`src/rtl/exc_seq_pkg.sv`:
```
package exc_seq_pkg;

  localparam int XLEN     = 32;
  localparam int SR_W     = 16;
  localparam int LVL_W    = 3;
  localparam int SR_S_BIT = 13;
  localparam int SR_M_BIT = 12;
  localparam int SR_I_LO  = 8;
  localparam logic [3:0] FMT_TAG = 4'h4;

  typedef enum logic [3:0] {
    ST_IDLE,
    ST_ALIGN,
    ST_PUSH_PC,
    ST_PUSH_FMT,
    ST_FETCH_VEC,
    ST_DONE,
    ST_RTE_FMT,
    ST_RTE_PC
  } seq_state_e;

  // Round a stack pointer down to a longword boundary.
  function automatic logic [XLEN-1:0] align_down4(input logic [XLEN-1:0] sp);
    return {sp[XLEN-1:2], 2'b00};
  endfunction

  // Assemble the format longword: tag, SP low bits, vector offset, old SR.
  function automatic logic [XLEN-1:0] frame_word(input logic [XLEN-1:0] voff,
                                                 input logic [SR_W-1:0] sr,
                                                 input logic [1:0]      low2);
    logic [XLEN-1:0] w;
    w        = {FMT_TAG, 28'h0};
    w[29:28] = low2;
    w[25:16] = voff[9:0];
    w[15:0]  = sr;
    return w;
  endfunction

  // SR seen by the handler.
  function automatic logic [SR_W-1:0] entry_sr(input logic [SR_W-1:0]  sr,
                                               input logic             is_irq,
                                               input logic [LVL_W-1:0] lvl);
    logic [SR_W-1:0] s;
    s = sr;
    s[SR_S_BIT] = 1'b1;
    if (is_irq) begin
      s[SR_I_LO +: LVL_W] = lvl;
      s[SR_M_BIT]         = 1'b0;
    end
    return s;
  endfunction

  // SP after popping a frame, restoring the original low bits.
  function automatic logic [XLEN-1:0] popped_sp(input logic [XLEN-1:0] sp,
                                                input logic [XLEN-1:0] fmt);
    return (sp | {30'b0, fmt[29:28]}) + 32'd8;
  endfunction

endpackage

```
`src/rtl/exc_seq_accept.sv`:
```
module exc_seq_accept
  import exc_seq_pkg::*;
(
  input  logic             idle,
  input  logic             exc_valid,
  input  logic             exc_irq,
  input  logic [LVL_W-1:0] exc_level,
  input  logic [LVL_W-1:0] cur_mask,
  input  logic             rte_valid,
  output logic             take_exc,
  output logic             take_rte,
  output logic             irq_masked
);

  always_comb begin
    irq_masked = exc_valid & exc_irq & (exc_level <= cur_mask);
    take_exc   = idle & exc_valid & ~irq_masked;
    take_rte   = idle & rte_valid & ~take_exc;
  end

endmodule

```
`src/rtl/exc_seq_frame.sv`:
```
module exc_seq_frame
  import exc_seq_pkg::*;
#(
  parameter int VEC_W = 8
) (
  input  logic [VEC_W-1:0] vec,
  input  logic [SR_W-1:0]  sr,
  input  logic [XLEN-1:0]  sp,
  input  logic             is_irq,
  input  logic [LVL_W-1:0] lvl,
  output logic [XLEN-1:0]  fmt,
  output logic [SR_W-1:0]  sr_new,
  output logic [XLEN-1:0]  sp_base,
  output logic [XLEN-1:0]  voff
);

  localparam int PAD_W = XLEN - VEC_W - 2;

  always_comb begin
    voff    = {{PAD_W{1'b0}}, vec, 2'b00};
    sp_base = align_down4(sp);
    fmt     = frame_word(voff, sr, sp[1:0]);
    sr_new  = entry_sr(sr, is_irq, lvl);
  end

endmodule

```
`src/rtl/exc_frame_seq.sv`:
```
module exc_frame_seq
  import exc_seq_pkg::*;
#(
  parameter int VEC_W = 8
) (
  input  logic             clk,
  input  logic             rst_n,
  input  logic             exc_valid,
  input  logic [VEC_W-1:0] exc_vector,
  input  logic             exc_irq,
  input  logic [2:0]       exc_level,
  input  logic             exc_trap,
  input  logic             rte_valid,
  input  logic [31:0]      cur_pc,
  input  logic [15:0]      cur_sr,
  input  logic [31:0]      cur_sp,
  input  logic [31:0]      vbr,
  output logic             busy,
  output logic             done,
  output logic [31:0]      next_pc,
  output logic [15:0]      next_sr,
  output logic [31:0]      next_sp,
  output logic             mem_valid,
  output logic             mem_we,
  output logic [31:0]      mem_addr,
  output logic [31:0]      mem_wdata,
  input  logic             mem_ready,
  input  logic [31:0]      mem_rdata
);

  seq_state_e state;

  logic             take_exc, take_rte, irq_masked;
  logic [XLEN-1:0]  cap_pc, cap_sp, cap_vbr;
  logic [SR_W-1:0]  cap_sr;
  logic [VEC_W-1:0] cap_vec;
  logic             cap_irq;
  logic [LVL_W-1:0] cap_lvl;
  logic [XLEN-1:0]  fmt_c, sp_base_c, voff_c;
  logic [SR_W-1:0]  sr_new_c;
  logic [XLEN-1:0]  fmt_q, sp_base_q, vec_addr_q, rte_fmt_q;
  logic [SR_W-1:0]  sr_new_q;

  // Named events for the assertions.
  logic xfer, entry_fin, rte_fin;

  exc_seq_accept u_accept (
    .idle      (state == ST_IDLE),
    .exc_valid (exc_valid),
    .exc_irq   (exc_irq),
    .exc_level (exc_level),
    .cur_mask  (cur_sr[SR_I_LO +: LVL_W]),
    .rte_valid (rte_valid),
    .take_exc  (take_exc),
    .take_rte  (take_rte),
    .irq_masked(irq_masked)
  );

  exc_seq_frame #(.VEC_W(VEC_W)) u_frame (
    .vec    (cap_vec),
    .sr     (cap_sr),
    .sp     (cap_sp),
    .is_irq (cap_irq),
    .lvl    (cap_lvl),
    .fmt    (fmt_c),
    .sr_new (sr_new_c),
    .sp_base(sp_base_c),
    .voff   (voff_c)
  );

  always_comb begin
    mem_valid = 1'b0;
    mem_we    = 1'b0;
    mem_addr  = '0;
    mem_wdata = '0;
    unique case (state)
      ST_PUSH_PC: begin
        mem_valid = 1'b1;
        mem_we    = 1'b1;
        mem_addr  = sp_base_q - 32'd4;
        mem_wdata = cap_pc;
      end
      ST_PUSH_FMT: begin
        mem_valid = 1'b1;
        mem_we    = 1'b1;
        mem_addr  = sp_base_q - 32'd8;
        mem_wdata = fmt_q;
      end
      ST_FETCH_VEC: begin
        mem_valid = 1'b1;
        mem_addr  = vec_addr_q;
      end
      ST_RTE_FMT: begin
        mem_valid = 1'b1;
        mem_addr  = align_down4(cap_sp);
      end
      ST_RTE_PC: begin
        mem_valid = 1'b1;
        mem_addr  = align_down4(cap_sp) + 32'd4;
      end
      default: ;
    endcase
  end

  assign xfer      = mem_valid & mem_ready;
  assign entry_fin = (state == ST_FETCH_VEC) & xfer;
  assign rte_fin   = (state == ST_RTE_PC) & xfer;
  assign busy      = (state != ST_IDLE);
  assign done      = (state == ST_DONE);

  always_ff @(posedge clk) begin
    if (!rst_n) begin
      state      <= ST_IDLE;
      cap_pc     <= '0;
      cap_sp     <= '0;
      cap_vbr    <= '0;
      cap_sr     <= '0;
      cap_vec    <= '0;
      cap_irq    <= 1'b0;
      cap_lvl    <= '0;
      fmt_q      <= '0;
      sp_base_q  <= '0;
      vec_addr_q <= '0;
      sr_new_q   <= '0;
      rte_fmt_q  <= '0;
      next_pc    <= '0;
      next_sr    <= '0;
      next_sp    <= '0;
    end else begin
      unique case (state)
        ST_IDLE: begin
          if (take_exc) begin
            cap_pc  <= exc_trap ? cur_pc + 32'd2 : cur_pc;
            cap_sr  <= cur_sr;
            cap_sp  <= cur_sp;
            cap_vbr <= vbr;
            cap_vec <= exc_vector;
            cap_irq <= exc_irq;
            cap_lvl <= exc_level;
            state   <= ST_ALIGN;
          end else if (take_rte) begin
            cap_sp  <= cur_sp;
            state   <= ST_RTE_FMT;
          end
        end
        ST_ALIGN: begin
          fmt_q      <= fmt_c;
          sp_base_q  <= sp_base_c;
          sr_new_q   <= sr_new_c;
          vec_addr_q <= cap_vbr + voff_c;
          state      <= ST_PUSH_PC;
        end
        ST_PUSH_PC:  if (xfer) state <= ST_PUSH_FMT;
        ST_PUSH_FMT: if (xfer) state <= ST_FETCH_VEC;
        ST_FETCH_VEC: begin
          if (xfer) begin
            next_pc <= mem_rdata;
            next_sr <= sr_new_q;
            next_sp <= sp_base_q - 32'd8;
            state   <= ST_DONE;
          end
        end
        ST_RTE_FMT: begin
          if (xfer) begin
            rte_fmt_q <= mem_rdata;
            state     <= ST_RTE_PC;
          end
        end
        ST_RTE_PC: begin
          if (xfer) begin
            next_pc <= mem_rdata;
            next_sr <= rte_fmt_q[15:0];
            next_sp <= popped_sp(cap_sp, rte_fmt_q);
            state   <= ST_DONE;
          end
        end
        ST_DONE: state <= ST_IDLE;
        default: state <= ST_IDLE;
      endcase
    end
  end

  // a pending request holds steady until ready.
  assert_hold_R8: assert property (@(posedge clk) disable iff (!rst_n)
    (mem_valid && !mem_ready) |=> (mem_valid && $stable(mem_addr) &&
                                   $stable(mem_we) && $stable(mem_wdata)));

  // every memory access is longword aligned.
  assert_aligned_R2: assert property (@(posedge clk) disable iff (!rst_n)
    mem_valid |-> (mem_addr[1:0] == 2'b00));

  // done lasts exactly one cycle.
  assert_done_pulse_R9: assert property (@(posedge clk) disable iff (!rst_n)
    done |=> !done);

  // no memory traffic while idle.
  assert_quiet_idle_R9: assert property (@(posedge clk) disable iff (!rst_n)
    !busy |-> !mem_valid);

  // the handler always runs in supervisor mode.
  assert_super_R4: assert property (@(posedge clk) disable iff (!rst_n)
    entry_fin |=> next_sr[SR_S_BIT]);

  // an interrupt at or below the mask never starts a sequence.
  assert_irq_mask_R5: assert property (@(posedge clk) disable iff (!rst_n)
    (!busy && exc_valid && exc_irq && !rte_valid &&
     (exc_level <= cur_sr[10:8])) |=> !busy);

  // a return ends in the done pulse.
  assert_rte_done_R7: assert property (@(posedge clk) disable iff (!rst_n)
    rte_fin |=> done);

endmodule

```
`config.mk`:
```
export PLATFORM = sky130hd
export DESIGN_NAME = exc_frame_seq
export DESIGN_NICKNAME = d
export VERILOG_FILES = /design/src/rtl/exc_seq_pkg.sv /design/src/rtl/exc_seq_accept.sv /design/src/rtl/exc_seq_frame.sv /design/src/rtl/exc_frame_seq.sv
export SDC_FILE = /design/constraint.sdc
export NUM_CORES = 1
export LEC_CHECK = 0
export BUFFER_PORTS_ARGS = -buffer_cell sky130_fd_sc_hd__buf_2
export CAP_MARGIN = 20
export CELL_PAD_IN_SITES_DETAIL_PLACEMENT = 0
export CELL_PAD_IN_SITES_GLOBAL_PLACEMENT = 2
export CORE_ASPECT_RATIO = 2
export CORE_MARGIN = 2
export CORE_UTILIZATION = 34
export CTS_CLUSTER_DIAMETER = 50
export CTS_CLUSTER_SIZE = 30
export DETAILED_ROUTE_END_ITERATION = 16
export PLACE_DENSITY_LB_ADDON = 0.05
export SLEW_MARGIN = 20
export SYNTH_ARGS = -nofsm -noshare
export SYNTH_HDL_FRONTEND = slang
export SYNTH_SLANG_ARGS = --single-unit
```
`constraint.sdc`:
```
create_clock -name clk -period 3.9 [get_ports clk]
set_input_delay 0.195 -clock clk [delete_from_list [all_inputs] [get_ports clk]]
set_output_delay 0.195 -clock clk [all_outputs]
set_load 0.01 [all_outputs]
```
==> results of run 1 <==
## cell families after synthesis
family,after synthesis,synth area share [%]
and+or+nand+nor,914,24.7
AOI/OAI and AO/OA,453,16.2
DFF,318,39.2
buffers and inverters,205,4.88
xor gates and xnor gates,151,8.13
muxes,90,5.63
adders and majority gates,17,1.35
## metrics by stage
stage / utilization (%) / worst slack (ns) / total power [mW]
finish: 44.4 / 0.306 / 10.2
global route: 44.4 / 0.164 / 10.6
CTS: 44.4 / 0.356 / 10.3
detailed placement: 38.8 / 0.948 / 6.91
global placement: 38.8 / 0.981 / 6.90
floorplan: - / 1.41 / 5.68
## how the worst max path moves through the flow
stage,from,endpoint,depth (start not counted)
6_report,state[1],mem_addr[15],5
3_3_place_gp,cap_sp[15],mem_addr[20],7
2_1_floorplan,sp_base_q[3],mem_addr[28],9
3_5_place_dp,state[2],rte_fmt_q[14],6
4_1_cts,state[1],mem_addr[15],5
5_1_grt,state[1],mem_addr[15],5
## state kept, by name (all words and copies together) (netlist names), 16 cells and up
signal and count:
cap_pc 32, cap_sp 32, cap_vbr 32, next_pc 32, next_sp 32, vec_addr_q 32
sp_base_q 30, rte_fmt_q 18, cap_sr 16, fmt_q 16, next_sr 16
## worst register-to-register path, delay by kind of cell, from the launching register on
kind	cells	cell delay, ns
flops	1	0.95
simple gates	3	0.92
buf+inv	1	0.46
compound gates	2	0.61
## Yosys cell counts, types with 38 or more instances
library cell	n	share of area [%]
a21oi_1	253	7.8
clkbuf_1	151	3.5
dfxtp_1	318	39
mux2i_1	79	4.9
nand2_1	548	13
nand3_1	66	2.0
nor2_1	137	3.2
nor3_1	38	1.2
o21ai_0	73	2.2
xnor2_1	64	3.4
xor2_1	87	4.7
## routing by layer
layer	GRT usage [%]	wire length, um
met1	27.3	23800
met2	50.6	36000
met3	4.20	3430
met4	16.0	4680
met5	0	0
## power by group
group	switching, mW	internal [mW]
Clock	1.54	1.64
Sequential	0.358	3.55
Combinational	1.88	1.19
Total	3.77	6.38
## area by class of cell
class	count	area, sq um
fill	4966	26300
multi-input combinational	1625	9150
sequential	318	6370
timing repair buffer	517	3560
clock buffer	35	811
tap	632	791
clock inverter	23	246
inverter	26	103
antenna	1	2.50
## timing repair
item,in CTS,in global routing
hold buffers,158,0
hold endpoints to repair,173,0
resized for setup,0,0
==> impl_summary.log, run 1 <==
INFO  metric outcome = complete, no violations
INFO  metric peakVddDrop = 0.295 mV
INFO  metric worst-path-buf-inv = 2
INFO  metric setup_viol = 0
INFO  metric r2r-end = next_sp[7]
INFO  metric layout_commonest_cell = nand2_1
INFO  metric crit_family = flip-flops
INFO  metric max_cap_viol_count = 0
INFO  metric max_stage_delay = 0.95 ns
INFO  metric clk-insertion-delay-late = 0.59 ns
INFO  metric final_cycle_utilization_of_the_critical_path = 92.1%
INFO  metric i_o_pin_count = 310
INFO  metric syn_nets = 2327
INFO  metric dpl.hpwl = 50400 um
INFO  metric worstSetupEndpointType = output port
INFO  metric grtUsageTotal = 27.0%
INFO  metric ant_nets = 0
INFO  metric synthesis.area = 16300 sq um
INFO  metric port_buffers = 309
INFO  metric clock_path_buffers = 3
INFO  metric path_cells = and2_0 -> nand2_2 -> buf_4 -> o21ai_0 -> buf_2
INFO  metric first_pass_iters = 5
INFO  metric grt_antenna_before_repair = 2
INFO  metric max_freq = 0.278 GHz
INFO  metric place_inst = 2959
INFO  metric power_per_cell_area = 483 nW/um^2
INFO  metric fin_skew = 0.0132 ns
INFO  metric worst_hold_path_type = input pin to flop
INFO  metric wire_per_inst = 21.4 um
INFO  metric drive_above_1_share = 17.8%
INFO  metric layout.cells.non_filler = 3177
INFO  metric synth_ff_type = dfxtp_1
INFO  metric start_kind = flop
INFO  metric placed_cell_area = 18400 sq um
INFO  metric min_clock_period_post_route = 3.59 ns
INFO  metric summed_negative_setup_slack_over_all_endpoints = 0 ns
INFO  metric synth_seq_area_share = 39.2%
INFO  metric fp.dieW = 159 um
INFO  metric routed-via-count = 16500
INFO  metric asyncSetResetFlopFracSynth = 0%
INFO  metric core_area = 47400 sq um
INFO  metric number_of_buffers_created_by_cts = 31
INFO  metric post-cts-setup-buffers = 0
INFO  metric grt_pass1_wl = 101000 um
INFO  metric synthesis_stage_register_bit_count = 318
INFO  metric rsz0062_at_grt = no
INFO  metric power_leakage = 8.22 nW
INFO  metric min_delay_path_depth = 3
INFO  metric htree_num_levels = 1
INFO  metric route.detailed.drc = 0
INFO  metric min_delay_worst_endpoint = cap_pc[2]
INFO  metric routabilityCongestion = 0.933
INFO  metric final_hold_viol_count = 0
INFO  metric synth-edff-count = 0
INFO  metric detailedRoute.firstIterationViolations = 1020
INFO  metric cts.root.buffer_cell = clkbuf_16
INFO  metric clk_pin_slew = 0.08 ns
INFO  metric netlist_instances = 2148
INFO  metric yosysUniqueCellTypes = 64
INFO  metric placementRows = 113
INFO  metric final_nets = 2698
INFO  metric drv_slew = 0
INFO  metric final_cell_mix = nand2_1 (546), dfxtp_1 (317), buf_2 (308), a21oi_1 (252), dlygate4sd3_1 (158)
INFO  metric grt-ovfl-total = 0
INFO  metric synth_area_per_cell = 7.57 sq um
INFO  metric worstReg2RegStart = state[1]
INFO  metric timing.hold.worst.start = exc_trap
INFO  metric critical_path.slowest_cell = dfxtp_1
INFO  metric area_growth_syn_to_layout = 29.3%
INFO  metric path_depth_of_the_worst_reg2reg_path = 6
INFO  metric die_height = 313 um
INFO  metric floorplan.die_area = 49700 sq um
INFO  metric first_global_vias = 16700
INFO  metric finish.instance_area = 21000 sq um
INFO  metric pin_count_of_the_biggest_net_entering_global_routing = 89
INFO  metric synthesis.yosys.warnings = 0
INFO  metric wl = 67900 um
INFO  metric clock_tree_from_tritoncts = yes
INFO  metric r2r_slack = 0.90 ns
INFO  metric timing.critical_path.arrival = 3.40 ns
INFO  metric worstSetupPathType = flop to output port
INFO  metric fin_worst_hold_slack = 0.0296 ns
INFO  metric clock-sinks = 318
INFO  metric vias_per_cell = 5.19
INFO  metric max-slew-margin-rel = 36.8%
INFO  metric worstMarginPinSlew = 0.946 ns
INFO  metric worst-endpoint-required = 3.70 ns
INFO  metric floorplan.initialDensity = 34.3%
INFO  metric crit_fanout = 30
(Power assumes the default switching activity.)
==> inputs of run 2 (changes only) <==
- ABC_AREA: default -> 1
- ABC_CLOCK_PERIOD_IN_PS: default -> 3900
- CORE_UTILIZATION: 34 -> 32
==> run 2 against run 1 <==
Against the previous run: synthesized area up 6.8%; global-route usage up 0.19 points; die area increased by 13%; wire length grew 15%; critical endpoint is now mem_addr[13]; largest power group is now combinational cells; first-iteration DRC count rose by 8.7%; register-to-register slack improved by 0.36 ns; setup slack improved by 0.39 ns; hold slack worse by 0.0074 ns; combinational power grew to 2.7 times the previous value; non-clock buffer count fell by 39; sequential share of layout area decreased by 1.2 points.
==> impl_summary.log, run 2 <==
INFO  metric outcome = complete, no violations
INFO  metric detailedRoute.firstIterationViolations = 1109
INFO  metric start_kind = flop
INFO  metric final_nets = 3274
INFO  metric final_cycle_utilization_of_the_critical_path = 82.1%
INFO  metric netlist.top_cell.by_area = dfxtp_1
INFO  metric grt_antenna_before_repair = 0
INFO  metric min_clock_period_post_route = 3.20 ns
INFO  metric layout_commonest_cell = nand2_1
INFO  metric ant_nets = 0
INFO  metric clock_tree_from_tritoncts = yes
INFO  metric antenna_cells = 0
INFO  metric synth_seq_area_share = 36.6%
INFO  metric wl = 77900 um
INFO  metric grt_pass1_wl = 116000 um
INFO  metric grt-ovfl-total = 0
INFO  metric synth_area_per_cell = 6.39 sq um
INFO  metric placed_cell_area = 19400 sq um
INFO  metric synthesis.yosys.warnings = 0
INFO  metric final_hold_viol_count = 0
INFO  metric path_cells = ha_1 -> nand3_1 -> nor2_1 -> nand2_1 -> xor2_1 -> o21ai_0 -> nand4_1 -> buf_2
INFO  metric area_growth_syn_to_layout = 26.1%
INFO  metric clock_path_buffers = 3
INFO  metric routabilityCongestion = 0.948
INFO  metric max_cap_viol_count = 0
INFO  metric synthesis.area = 17400 sq um
INFO  metric clk_pin_slew = 0.08 ns
INFO  metric htree_num_levels = 1
INFO  metric first_pass_iters = 7
INFO  metric pin_count_of_the_biggest_net_entering_global_routing = 239
INFO  metric placementRows = 120
INFO  metric critical_path.slowest_cell = o21ai_0
INFO  metric fin_skew = 0.0248 ns
INFO  metric floorplan.die_area = 56300 sq um
INFO  metric final_cell_mix = nand2_1 (528), nor2_1 (356), inv_1 (341), o21ai_0 (334), dfxtp_1 (318)
INFO  metric port_buffers = 309
INFO  metric finish.instance_area = 21900 sq um
INFO  metric holdBufCountCts = 149
INFO  metric dpl.hpwl = 59800 um
INFO  metric power_per_cell_area = 750 nW/um^2
INFO  metric yosys-top-cells-count = nand2_1 (528), nor2_1 (357), inv_1 (341), o21ai_0 (334), dfxtp_1 (318)
INFO  metric i_o_pin_count = 310
INFO  metric clock-sinks = 318
INFO  metric synth-edff-count = 0
INFO  metric die_height = 334 um
INFO  metric vias_per_cell = 5.06
INFO  metric nFillCells = 5872
INFO  metric core_area = 53600 sq um
INFO  metric grtUsageTotal = 27.2%
INFO  metric wire_per_inst = 20.6 um
INFO  metric worst-endpoint-required = 3.70 ns
INFO  metric worst_hold_path_type = input pin to flop
INFO  metric layout.cells.non_filler = 3789
INFO  metric worstMarginPinSlew = 1.05 ns
INFO  metric routed-via-count = 19200
INFO  metric first_global_vias = 19000
INFO  metric fin_worst_hold_slack = 0.0222 ns
INFO  metric place_worst_setup_slack = 1.33 ns
INFO  metric number_of_buffers_created_by_cts = 31
INFO  metric worst-path-buf-inv = 1
INFO  metric synthesis_stage_register_bit_count = 318
INFO  metric post-cts-setup-buffers = 0
INFO  metric postLayoutSetupSlackWorst = 0.699 ns
INFO  metric worstSetupPathType = flop to output port
INFO  metric netlist_instances = 2718
INFO  metric drive_above_1_share = 13.4%
INFO  metric drv_slew = 0
INFO  metric yosys.cell_count.top_type = nand2_1
INFO  metric crit_fanout = 6
INFO  metric worstSetupEndpointType = output port
INFO  metric rsz0062_at_grt = no
INFO  metric syn_nets = 2897
INFO  metric cts.root.buffer_cell = clkbuf_16
INFO  metric route.detailed.drc = 0
INFO  metric synth.top_cell.area_share = 36.6%
INFO  metric post_cts_resized = 0
INFO  metric clk-insertion-delay-late = 0.61 ns
INFO  metric max-slew-margin-rel = 30.1%
INFO  metric asyncSetResetFlopFracSynth = 0%
INFO  metric fp.dieW = 169 um
INFO  metric max_freq = 0.312 GHz
INFO  metric crit_family = simple AND/OR/NAND/NOR gates
INFO  metric floorplan.initialDensity = 32.4%
INFO  metric max_stage_delay = 0.51 ns
INFO  metric ys_top_cells_by_area = dfxtp_1 (37%), nand2_1 (11%), o21ai_0 (9.6%), nor2_1 (7.7%), inv_1 (7.4%)
INFO  metric peakVddDrop = 0.293 mV
INFO  metric timing.critical_path.arrival = 3.01 ns
INFO  metric place_inst = 3584
INFO  metric synth_ff_type = dfxtp_1
INFO  metric yosysUniqueCellTypes = 45
INFO  metric power_leakage = 9.80 nW
INFO  metric summed_negative_setup_slack_over_all_endpoints = 0 ns
INFO  metric setup_viol = 0
==> run 2: cell types whose count changed after synthesis, moves of 72 or more <==
| cell | previous run | this run |
|---|---|---|
| o21ai_0 | 73 | 334 |
| clkbuf_1 | 151 | 79 |
| inv_1 | 24 | 341 |
| nor2_1 | 137 | 357 |
| mux2i_1 | 79 | 0 |
| nand3_1 | 66 | 209 |
==> run 2: metal layers <==
layer	global-route usage, %	up-vias	part of all wire [%]	routed length (um)
met2	51.4	514	53	41200
met4	16.3	0	6.7	5260
met3	3.49	157	4.1	3220
met5	0	-	0	0
met1	28.0	8892	36	28200
li1	-	9609	-	-
==> run 2: power breakdown <==
part,internal [mW],switching [mW]
clock network,1.56,1.58
registers,4.20,0.904
logic,2.32,5.84
total,8.09,8.33
==> run 2: worst paths after layout <==
| path | endpoint | slack (ns) | cells after the start | from |
|---|---|---|---|---|
| setup / recovery | mem_addr[13] | 0.70 | 8 | cap_sp[4] |
| hold / removal | cap_pc[29] | 0.02 | 5 | cur_pc[29] |
| setup reg to reg | cap_pc[2] | 1.26 | 8 | state[0] |
| hold reg to reg | vec_addr_q[0] | 0.46 | 2 | vec_addr_q[0] |
==> run 2: layout make-up <==
| type | instances | area [sq um] | area share (%) |
|---|---|---|---|
| Timing Repair Buffer | 478 | 3220 | 14.7 |
| Multi-Input combinational cell | 1914 | 9110 | 41.6 |
| Tap cell | 671 | 840 | 3.83 |
| Clock buffer | 35 | 801 | 3.66 |
| Sequential cell | 318 | 6370 | 29.1 |
| Clock inverter | 21 | 240 | 1.10 |
| Inverter | 352 | 1320 | 6.04 |
==> run 2: logic make-up after synthesis <==
| family | synth area share [%] |
|---|---|
| buffers and inverters | 11.0 |
| flip-flops | 36.6 |
| AND/OR/NAND/NOR | 28.8 |
| XOR/XNOR | 2.52 |
| AO/OA/AOI/OAI | 19.7 |
| adder cells (fa/ha/maj) | 1.27 |
==> run 2: per-stage QoR <==
stage / utilization, % / power [mW]
after floorplan: - / 9.81
after global placement: 36.1 / 13.2
after detailed placement: 36.1 / 13.2
after CTS: 40.9 / 16.5
after global routing: 40.9 / 17.6
final: 40.9 / 16.4
==> run 2: worst min-delay path, cell delays in order <==
cell	delay [ns]
buf_2	0.15
nand2_1	0.07
nand3_1	0.09
nand2_1	0.05
inv_1	0.04
==> inputs of run 3 (changes only) <==
- ABC_AREA: 1 -> 0
- ABC_CLOCK_PERIOD_IN_PS: 3900 -> 3100
- clock period: 3.9 -> 3.1 ns (I/O delays scaled with it)
==> run 3 against run 2 <==
Against the previous run: the flow now finishes with violations (setup timing); first-iteration DRC count is 19% lower; non-clock buffer count grew 76; cell area decreased by 1.1%; core utilization is 2.4 points higher; via count down 13%; setup slack lost 0.80 ns; global-route usage is essentially flat; critical endpoint is now mem_addr[10]; largest cell class unchanged.
==> impl_summary.log, run 3 (same netlist as run 1, synthesis figures left out) <==
INFO  metric outcome = finished with violations
INFO  metric failed_checks = setup timing
INFO  metric final_nets = 2738
INFO  metric timing.critical_path.arrival = 3.04 ns
INFO  metric drv_slew = 0
INFO  metric dpl.hpwl = 54600 um
INFO  metric route.detailed.drc = 0
INFO  metric r2r_slack = 0.55 ns
INFO  metric vias_per_cell = 5.18
INFO  metric max_stage_delay = 0.47 ns
INFO  metric grtUsageTotal = 27.2%
INFO  metric wl = 72100 um
INFO  metric start_kind = flop
INFO  metric final_hold_viol_count = 0
INFO  metric postLayoutSetupSlackWorst = -0.0970 ns
INFO  metric grt-ovfl-total = 0
INFO  metric crit_family = simple AND/OR/NAND/NOR gates
INFO  metric routed-via-count = 16700
INFO  metric peakVddDrop = 0.467 mV
INFO  metric pin_count_of_the_biggest_net_entering_global_routing = 84
INFO  metric timing.critical_path.to = mem_addr[10]
INFO  metric nFillCells = 5228
INFO  metric clock_tree_from_tritoncts = yes
INFO  metric i_o_pin_count = 310
INFO  metric fp.dieW = 163 um
INFO  metric worst-endpoint-required = 2.94 ns
INFO  metric floorplan.die_area = 52700 sq um
INFO  metric worstSetupPathType = flop to output port
INFO  metric max_cap_viol_count = 0
INFO  metric worstReg2RegStart = cap_vec[0]
INFO  metric crit_path_start = sp_base_q[3]
INFO  metric path_depth_of_the_worst_reg2reg_path = 9
INFO  metric max_freq = 0.313 GHz
INFO  metric final_cycle_utilization_of_the_critical_path = 103%
INFO  metric setup_viol = 4
INFO  metric port_buffers = 309
INFO  metric place_inst = 3010
INFO  metric placed_cell_area = 18800 sq um
INFO  metric floorplan.initialDensity = 32.5%
INFO  metric placementRows = 116
INFO  metric detailedRoute.firstIterationViolations = 895
INFO  metric final_cell_mix = nand2_1 (544), dfxtp_1 (310), buf_2 (308), a21oi_1 (251), dlygate4sd3_1 (152)
INFO  metric fin_skew = 0.0210 ns
INFO  metric finalCoreUtilization = 43.3%
INFO  metric layout_commonest_cell = nand2_1
INFO  metric critical_path_cell_count = 10
INFO  metric power_leakage = 8.54 nW
INFO  metric max-slew-margin-rel = 43.4%
INFO  metric clk_pin_slew = 0.07 ns
INFO  metric worst_hold_path_type = input pin to flop
INFO  metric area_growth_syn_to_layout = 33.2%
INFO  metric power_per_cell_area = 619 nW/um^2
INFO  metric fin_worst_hold_slack = 0.0218 ns
INFO  metric worstMarginPinSlew = 0.849 ns
INFO  metric first_pass_iters = 5
INFO  metric layout.cells.non_filler = 3231
INFO  metric grt_pass1_wl = 106000 um
INFO  metric worst-path-buf-inv = 3
INFO  metric htree_num_levels = 2
INFO  metric min_clock_period_post_route = 3.20 ns
INFO  metric crit_fanout = 8
INFO  metric path_cells = inv_2 -> ha_4 -> or4b_4 -> or4_4 -> and2_4 -> buf_4 -> nor2_2 -> xnor2_1 -> o22ai_1 -> buf_2
INFO  metric finish.instance_area = 21700 sq um
INFO  metric clock_path_buffers = 3
INFO  metric rsz0062_at_grt = yes
INFO  metric r2r-end = vec_addr_q[26]
INFO  metric summed_negative_setup_slack_over_all_endpoints = -0.171 ns
INFO  metric grt_antenna_before_repair = 2
INFO  metric routabilityCongestion = 0.954
INFO  metric ant_nets = 0
INFO  metric cts.root.buffer_cell = clkbuf_16
INFO  metric core_area = 50100 sq um
INFO  metric number_of_buffers_created_by_cts = 34
INFO  metric wire_per_inst = 22.3 um
INFO  metric clk-insertion-delay-late = 0.55 ns
INFO  metric critical_path.slowest_cell = or4_4
INFO  metric clock-sinks = 318
INFO  metric die_height = 323 um
INFO  metric first_global_vias = 17000
INFO  metric worstSetupEndpointType = output port
INFO  metric drive_above_1_share = 20.3%
-- run 3: timing repair --
action	4_1_cts	5_1_grt
resized for setup	20	16
hold buffers	152	0
setup endpoints to repair	16	17
cloned	0	0
hold endpoints to repair	169	0
setup buffers	6	4
pin swaps	8	11
-- run 3: tightest hold or removal path, delay by kind of cell --
family / cells / cell delay (ns)
multiplexers: 1 / 0.10
AND/OR/NAND/NOR: 1 / 0.15
buffers and inverters: 1 / 0.10
-- run 3: layer usage --
layer / vias to the layer above / wire [um] / global-route usage [%]
li1: 8139 / - / -
met1: 7937 / 24500 / 25.9
met2: 500 / 39000 / 52.2
met3: 169 / 3210 / 4.59
met4: 2 / 5360 / 17.9
met5: - / 10 / 0
-- run 3: worst min path at each step --
| stage | start | to | slack [ns] | depth (start not counted) |
|---|---|---|---|---|
| finish | cur_sp[7] | cap_sp[7] | 0.02 | 3 |
| global route | cur_sp[7] | cap_sp[7] | 0.007 | 3 |
| CTS | cur_pc[8] | cap_pc[8] | 0.01 | 3 |
| detailed placement | mem_rdata[17] | next_pc[17] | 0.40 | 3 |
| global placement | mem_rdata[25] | next_pc[25] | 0.40 | 3 |
| floorplan | exc_level[0] | cap_lvl[0] | 0.29 | 2 |
-- run 3: power breakdown --
part	switching, mW	internal [mW]
clock	2.03	2.35
sequential	0.385	4.47
combinational	2.51	1.67
total	4.92	8.49
-- run 3: cell type report --
cell class,count,area (sq um),area share [%]
sequential,318,6380,29.4
antenna,1,2.50,0.0116
tap,649,812,3.75
clock inverter,21,278,1.28
clock buffer,37,882,4.07
inverter,26,103,0.474
multi-input combinational,1625,9280,42.9
timing repair buffer,554,3920,18.1
-- run 3: through the flow --
stage | setup WS, ns | power (mW)
finish | -0.0970 | 13.4
global route | -0.164 | 14.1
CTS | -0.0935 | 13.5
detailed placement | 0.303 | 8.90
global placement | 0.303 | 8.88
floorplan | 0.649 | 7.15
